==> config.mk <==
export PLATFORM = sky130hd
export DESIGN_NAME = sdram_row_sched
export DESIGN_NICKNAME = d
export VERILOG_FILES = /design/src/rtl/sdram_sched_pkg.sv /design/src/rtl/sdram_sched_ctl.sv /design/src/rtl/sdram_sched_dp.sv /design/src/rtl/sdram_row_sched.sv
export SDC_FILE = /design/constraint.sdc
export NUM_CORES = 1
export LEC_CHECK = 0
export ABC_AREA = 1
export BUFFER_PORTS_ARGS = -buffer_cell sky130_fd_sc_hd__buf_4
export CAP_MARGIN = 15
export CORE_ASPECT_RATIO = 1.75
export CORE_MARGIN = 5
export CORE_UTILIZATION = 49
export CTS_CLUSTER_DIAMETER = 60
export DETAILED_ROUTE_END_ITERATION = 6
export PLACE_DENSITY = 0.66
export SLEW_MARGIN = 20
export SYNTH_ARGS = -nofsm -noshare
export SYNTH_HDL_FRONTEND = slang
export SYNTH_HIERARCHICAL = 1
export SYNTH_SLANG_ARGS = --single-unit
==> constraint.sdc <==
create_clock -name clk -period 3.3 [get_ports clk]
set_input_delay 0.33 -clock clk [delete_from_list [all_inputs] [get_ports clk]]
set_output_delay 0.33 -clock clk [all_outputs]
set_load 0.02 [all_outputs]
==> src/rtl/sdram_sched_pkg.sv <==
package sdram_sched_pkg;

  // Strobes from the control FSM to the datapath.
  typedef struct packed {
    logic latch;   // capture incoming request
    logic fromIn;  // use incoming fields rather than latched ones
    logic act;     // issue ACTIVE
    logic pre;     // issue PRECHARGE
    logic col;     // issue READ or WRITE
  } strobe_t;

  // {csN, rasN, casN, weN}
  typedef enum logic [3:0] {
    CMD_ACT   = 4'b0011,
    CMD_PRE   = 4'b0010,
    CMD_RD    = 4'b0101,
    CMD_WR    = 4'b0100,
    CMD_NOP   = 4'b0111,
    CMD_DESEL = 4'b1111
  } cmd_t;

  function automatic int ceilDiv(input int num, input int den);
    return (num + den - 1) / den;
  endfunction

endpackage

==> src/rtl/sdram_sched_ctl.sv <==
module sdram_sched_ctl
  import sdram_sched_pkg::*;
#(
  parameter int TRCD_CYC = 3,
  parameter int TRP_CYC  = 3
) (
  input  logic    clk,
  input  logic    rstN,
  input  logic    reqValid,
  input  logic    hitIn,
  input  logic    openIn,
  output logic    reqReady,
  output strobe_t strb
);

  localparam int MAX_CYC = (TRCD_CYC > TRP_CYC) ? TRCD_CYC : TRP_CYC;
  localparam int CNT_W   = (MAX_CYC > 1) ? $clog2(MAX_CYC) : 1;

  typedef enum logic [1:0] {ST_IDLE, ST_WAIT_RP, ST_WAIT_RCD} state_t;

  state_t             state, stateNext;
  logic [CNT_W-1:0]   waitCnt, waitCntNext;

  always_comb begin
    strb        = '0;
    stateNext   = state;
    waitCntNext = waitCnt;
    unique case (state)
      ST_IDLE: begin
        if (reqValid) begin
          strb.latch  = 1'b1;
          strb.fromIn = 1'b1;
          if (hitIn) begin
            strb.col = 1'b1;
          end else if (openIn) begin
            strb.pre    = 1'b1;
            stateNext   = ST_WAIT_RP;
            waitCntNext = CNT_W'(TRP_CYC - 1);
          end else begin
            strb.act    = 1'b1;
            stateNext   = ST_WAIT_RCD;
            waitCntNext = CNT_W'(TRCD_CYC - 1);
          end
        end
      end
      ST_WAIT_RP: begin
        if (waitCnt == '0) begin
          strb.act    = 1'b1;
          stateNext   = ST_WAIT_RCD;
          waitCntNext = CNT_W'(TRCD_CYC - 1);
        end else begin
          waitCntNext = waitCnt - 1'b1;
        end
      end
      ST_WAIT_RCD: begin
        if (waitCnt == '0) begin
          strb.col  = 1'b1;
          stateNext = ST_IDLE;
        end else begin
          waitCntNext = waitCnt - 1'b1;
        end
      end
      default: stateNext = ST_IDLE;
    endcase
  end

  always_ff @(posedge clk) begin
    if (!rstN) begin
      state   <= ST_IDLE;
      waitCnt <= '0;
    end else begin
      state   <= stateNext;
      waitCnt <= waitCntNext;
    end
  end

  assign reqReady = (state == ST_IDLE);

endmodule

==> src/rtl/sdram_sched_dp.sv <==
module sdram_sched_dp
  import sdram_sched_pkg::*;
#(
  parameter int BANK_W = 2,
  parameter int ROW_W  = 12,
  parameter int COL_W  = 8,
  localparam int ADDR_W = BANK_W + ROW_W + COL_W,
  localparam int NBANK  = 1 << BANK_W
) (
  input  logic              clk,
  input  logic              rstN,
  input  strobe_t           strb,
  input  logic [ADDR_W-1:0] inAddr,
  input  logic              inWrite,
  output logic              hitIn,
  output logic              openIn,
  output logic              cmdCsN,
  output logic              cmdRasN,
  output logic              cmdCasN,
  output logic              cmdWeN,
  output logic [BANK_W-1:0] cmdBa,
  output logic [ROW_W-1:0]  cmdAddr
);

  logic [BANK_W-1:0] inBank, hBank, srcBank;
  logic [ROW_W-1:0]  inRow,  hRow,  srcRow;
  logic [COL_W-1:0]  inCol,  hCol,  srcCol;
  logic              hWrite, srcWrite;

  logic              openV   [NBANK];
  logic [ROW_W-1:0]  openRow [NBANK];

  assign {inBank, inRow, inCol} = inAddr;

  // Held request for multi-command sequences
  always_ff @(posedge clk) begin
    if (!rstN) begin
      hBank  <= '0;
      hRow   <= '0;
      hCol   <= '0;
      hWrite <= 1'b0;
    end else if (strb.latch) begin
      hBank  <= inBank;
      hRow   <= inRow;
      hCol   <= inCol;
      hWrite <= inWrite;
    end
  end

  assign srcBank  = strb.fromIn ? inBank  : hBank;
  assign srcRow   = strb.fromIn ? inRow   : hRow;
  assign srcCol   = strb.fromIn ? inCol   : hCol;
  assign srcWrite = strb.fromIn ? inWrite : hWrite;

  // Per-bank open-row table
  for (genvar g = 0; g < NBANK; g++) begin : g_bank
    always_ff @(posedge clk) begin
      if (!rstN) begin
        openV[g]   <= 1'b0;
        openRow[g] <= '0;
      end else if (strb.act && (srcBank == BANK_W'(g))) begin
        openV[g]   <= 1'b1;
        openRow[g] <= srcRow;
      end else if (strb.pre && (srcBank == BANK_W'(g))) begin
        openV[g]   <= 1'b0;
      end
    end
  end

  assign openIn = openV[inBank];
  assign hitIn  = openV[inBank] && (openRow[inBank] == inRow);

  // Registered command pins
  cmd_t              cmdNext;
  logic [BANK_W-1:0] baNext;
  logic [ROW_W-1:0]  addrNext;

  always_comb begin
    cmdNext  = CMD_NOP;
    baNext   = '0;
    addrNext = '0;
    if (strb.act) begin
      cmdNext  = CMD_ACT;
      baNext   = srcBank;
      addrNext = srcRow;
    end else if (strb.pre) begin
      cmdNext  = CMD_PRE;
      baNext   = srcBank;
    end else if (strb.col) begin
      cmdNext  = srcWrite ? CMD_WR : CMD_RD;
      baNext   = srcBank;
      addrNext = {{(ROW_W-COL_W){1'b0}}, srcCol};
    end
  end

  always_ff @(posedge clk) begin
    if (!rstN) begin
      {cmdCsN, cmdRasN, cmdCasN, cmdWeN} <= CMD_DESEL;
      cmdBa   <= '0;
      cmdAddr <= '0;
    end else begin
      {cmdCsN, cmdRasN, cmdCasN, cmdWeN} <= cmdNext;
      cmdBa   <= baNext;
      cmdAddr <= addrNext;
    end
  end

endmodule

==> src/rtl/sdram_row_sched.sv <==
module sdram_row_sched
  import sdram_sched_pkg::*;
#(
  parameter int BANK_W  = 2,
  parameter int ROW_W   = 12,
  parameter int COL_W   = 8,
  parameter int CLK_PS  = 8000,
  parameter int TRCD_PS = 18000,
  parameter int TRP_PS  = 18000,
  localparam int ADDR_W   = BANK_W + ROW_W + COL_W,
  localparam int TRCD_CYC = ceilDiv(TRCD_PS, CLK_PS),
  localparam int TRP_CYC  = ceilDiv(TRP_PS, CLK_PS)
) (
  input  logic              clk,
  input  logic              rstN,
  input  logic              reqValid,
  input  logic              reqWrite,
  input  logic [ADDR_W-1:0] reqAddr,
  output logic              reqReady,
  output logic              cmdCsN,
  output logic              cmdRasN,
  output logic              cmdCasN,
  output logic              cmdWeN,
  output logic [BANK_W-1:0] cmdBa,
  output logic [ROW_W-1:0]  cmdAddr
);

  strobe_t strb;
  logic    hitIn, openIn;

  sdram_sched_ctl #(.TRCD_CYC(TRCD_CYC), .TRP_CYC(TRP_CYC)) u_ctl (
    .clk(clk), .rstN(rstN), .reqValid(reqValid),
    .hitIn(hitIn), .openIn(openIn),
    .reqReady(reqReady), .strb(strb)
  );

  sdram_sched_dp #(.BANK_W(BANK_W), .ROW_W(ROW_W), .COL_W(COL_W)) u_dp (
    .clk(clk), .rstN(rstN), .strb(strb),
    .inAddr(reqAddr), .inWrite(reqWrite),
    .hitIn(hitIn), .openIn(openIn),
    .cmdCsN(cmdCsN), .cmdRasN(cmdRasN), .cmdCasN(cmdCasN), .cmdWeN(cmdWeN),
    .cmdBa(cmdBa), .cmdAddr(cmdAddr)
  );

endmodule

==> impl_results.md <==
* Die Wd at 82.8 um
* CP arrival at 2.95 ns
* Post-CTS Hold Fix Bufs at 0
* Vias in the first global route at 3539
* Power Internal at 2.44 mW
* Clk root buf: clkbuf_16
* Switching share of power at 36.4%
* Yosys reg bits at 97
* Fin nets at 606
* Largest family of logic cells by synthesized area: simple AND/OR/NAND/NOR gates
* Fin Clk Skew at 0.00814 ns
* Crit-path max cell delay at 0.35 ns
* Post-route ant nets at 0
* Via count at 3602
* Register area share after synthesis at 53.9%
* Largest net degree at the start of global routing at 50
* Share of cells above drive strength 1 at 15.5%
* DRT iter0 DRCs at 289
* Initial Util at 50.0%
* DR pass1 iterations at 4
* Initial antenna violation count at 0
* Ys Warns at 6
* Area Overhead vs Synth at 14.3%
* Total length of routed wires at 11.1 mm
* # rows at 46
* DR DRC count at 0
* Yosys cell types at 32
* Postcts setup bufs at 0
* CTS Sinks at 97
* Kind of critical path: register to register
* Total congestion overflow at 0
* Filler Cell Count at 888
* DR vias/cell at 5.18
* All-Layer GR Usage at 20.1%
* Clock Tree Buf Depth at 2
* CTS tree: done
* Crit-path slowest cell: edfxtp_1
* Post-CTS Resized at 0
* Final hold vios at 0
* CP bufs+invs at 3
* Highest clock rate at 362 MHz
* Combinational power share at 32.8%
* Min Clock Period, post-route at 2.76 ns
* Clock Pin Slew Worst Setup and Hold Paths at 0.06 ns
* Clk Latency, worst-skew pair at 0.34 ns
* Synth Area in Adders at 2.75%
* Routability-driven placement congestion ratio at 0.841
* Post-Syn Instances at 532
* Max-slew violation count at 0
* WL/cell at 16.0 um
* Die height at 137 um
* Mux contribution to synthesized area at 1.76%
* Cell family with most CP delay: simple AND/OR/NAND/NOR gates
* Number of diodes at 0
* Synth Area in Compound Gates at 9.38%
* Period utilisation layout at 83.7%
* Startpoint Class: register
* DIE AREA at 11400 um2
* Fin area at 5200 um2
* Max VDD drop at 0.433 mV
* Post-Syn Area per Cell at 8.55 um2
* Worst Hold Class: primary input to register
* TritonCTS Buffers at 9
* Setup TNS at 0 ns
* Post-synthesis net count at 568
* Critical Path RT at 3.49 ns
* Worst-path fanout max at 10
* Reported net switching power at 1.40 mW
* Mapped Area at 4550 um2
* First-pass GRT wire length at 17.6 mm
* Dpl cell area at 4930 um2
* Flop pwr share at 42.3%
* Port bufs at 44
* Most used cells in the layout excluding fill and tap cells: 122 x nand2_1, 94 x nor2_1, 52 x buf_4, 51 x edfxtp_1, 46 x dfxtp_1
* Dpl hpwl at 7.57 mm
* Post-synthesis simple-gate area fraction at 25.2%
* Clock power frac at 24.9%
* Endpoints failing setup at 0
* Overall Power at 3.83 mW
* Cell Chain, Critical Path: or2_2 > nand3_1 > nand2_1 > nand2_1 > inv_1 > nand2_1 > nor2_1 > nand2_1 > nor2_1 > nor2_1 > nand3_1 > a21oi_1 > nand2_2 > clkinv_1 > buf_4 > o211ai_1 > nor2_1
* IO Pins at 45
* Slew @ Worst Pin at 0.971 ns
* Max_cap viols at 0
* Pwr per Cell Area at 737 nW/um2
* Leading cell type in the layout, fill and taps excluded: nand2_1
* Leak Pwr at 2.24 nW
* H-tree depth at 3
* CP endpoint kind: register
* RSZ-0062 raised after global routing: no
* Rel. slew slack at 34.6%
* Placeable Area at 9090 um2
* Status: finished, final reports clean
* Xor and xnor area share after synthesis at 0.193%
## state kept, by name, summed over array words and instances, names as in the netlist, 2 cells and up
register / flops
u_dp/cmdBa: 2
u_ctl/waitCnt: 2
u_dp/cmdAddr: 12
u_dp/hBank: 2
u_dp/openRow: 48
u_dp/hCol: 8
u_ctl/state: 2
u_dp/hRow: 12
u_dp/openV: 4
## worst paths after layout
kind | start | depth (start not counted) | end | slack (ns)
worst max-delay path | u_dp/openV[0] | 17 | u_dp/openRow[3][4] | 0.54
worst min-delay path | reqAddr[4] | 3 | u_dp/hCol[4] | 0.22
worst max register to register | u_dp/openV[0] | 17 | u_dp/openRow[3][4] | 0.54
worst min register to register | u_dp/hWrite | 2 | u_dp/hWrite | 0.46
## power groups by stage
stage	Sequential [mW]	Combinational, mW	Clock, mW
finish	1.62	1.26	0.954
global route	1.64	1.40	1.03
CTS	1.62	1.26	0.975
detailed placement	1.65	1.25	0
global placement	1.64	1.22	0
floorplan	1.68	0.862	0
## tightest hold or removal path, stage by stage
cell	delay [ns]
buf_4	0.08
nor2_1	0.03
nor2_1	0.08
## per-stage QoR
step	setup WS [ns]	utilization (%)	hold WS, ns	cells
final	0.538	57.2	0.224	695
after global routing	0.275	57.2	0.232	695
after CTS	0.580	57.2	0.212	695
after detailed placement	0.233	54.2	0.449	679
after global placement	0.291	54.2	0.440	679
after floorplan	0.256	-	0.429	532
## layout make-up
type / instances / area [um2] / share of cell area (%)
sequential: 97 / 2450 / 47.2
tap: 120 / 150 / 2.89
clock buffer: 9 / 225 / 4.33
multi-input combinational: 372 / 1790 / 34.4
inverter: 38 / 150 / 2.89
clock inverter: 7 / 45.0 / 0.866
timing repair buffer: 52 / 390 / 7.51
## per-layer routing
metal | GRT usage [%] | share of wire (%) | vias to the layer above | routed length (um)
met3 | 3.65 | 4.7 | 31 | 526
met5 | 0 | 0 | - | 0
met2 | 37.5 | 54 | 101 | 6020
li1 | - | - | 1823 | -
met1 | 21.3 | 38 | 1647 | 4210
met4 | 11.0 | 3.5 | 0 | 393
## kinds of logic after synthesis
kind of cell,after synthesis
compound gates,80
xor+xnor,1
fa+ha+maj,10
buf+inv,63
flops,97
mux,8
simple gates,273
## synth_stat cells (all sizes together)
library cell,instances,area (um2)
nor3,1,5.00
clkbuf,9,33.8
inv,37,146
o31ai,1,7.51
nand2,133,546
o211ai,6,45.0
nand3,40,205
and2b,1,7.51
xor2,1,8.76
clkinv,1,3.75
buf,16,126
a21oi,23,115
o22ai,1,6.26
o21ai,49,253
nor2,95,364
edfxtp,51,1530
dfxtp,46,921
nand4,1,6.26
or2,2,12.5
mux2i,8,80.1
ha,10,125
No activity file was read; power rests on OpenSTA's default activity.
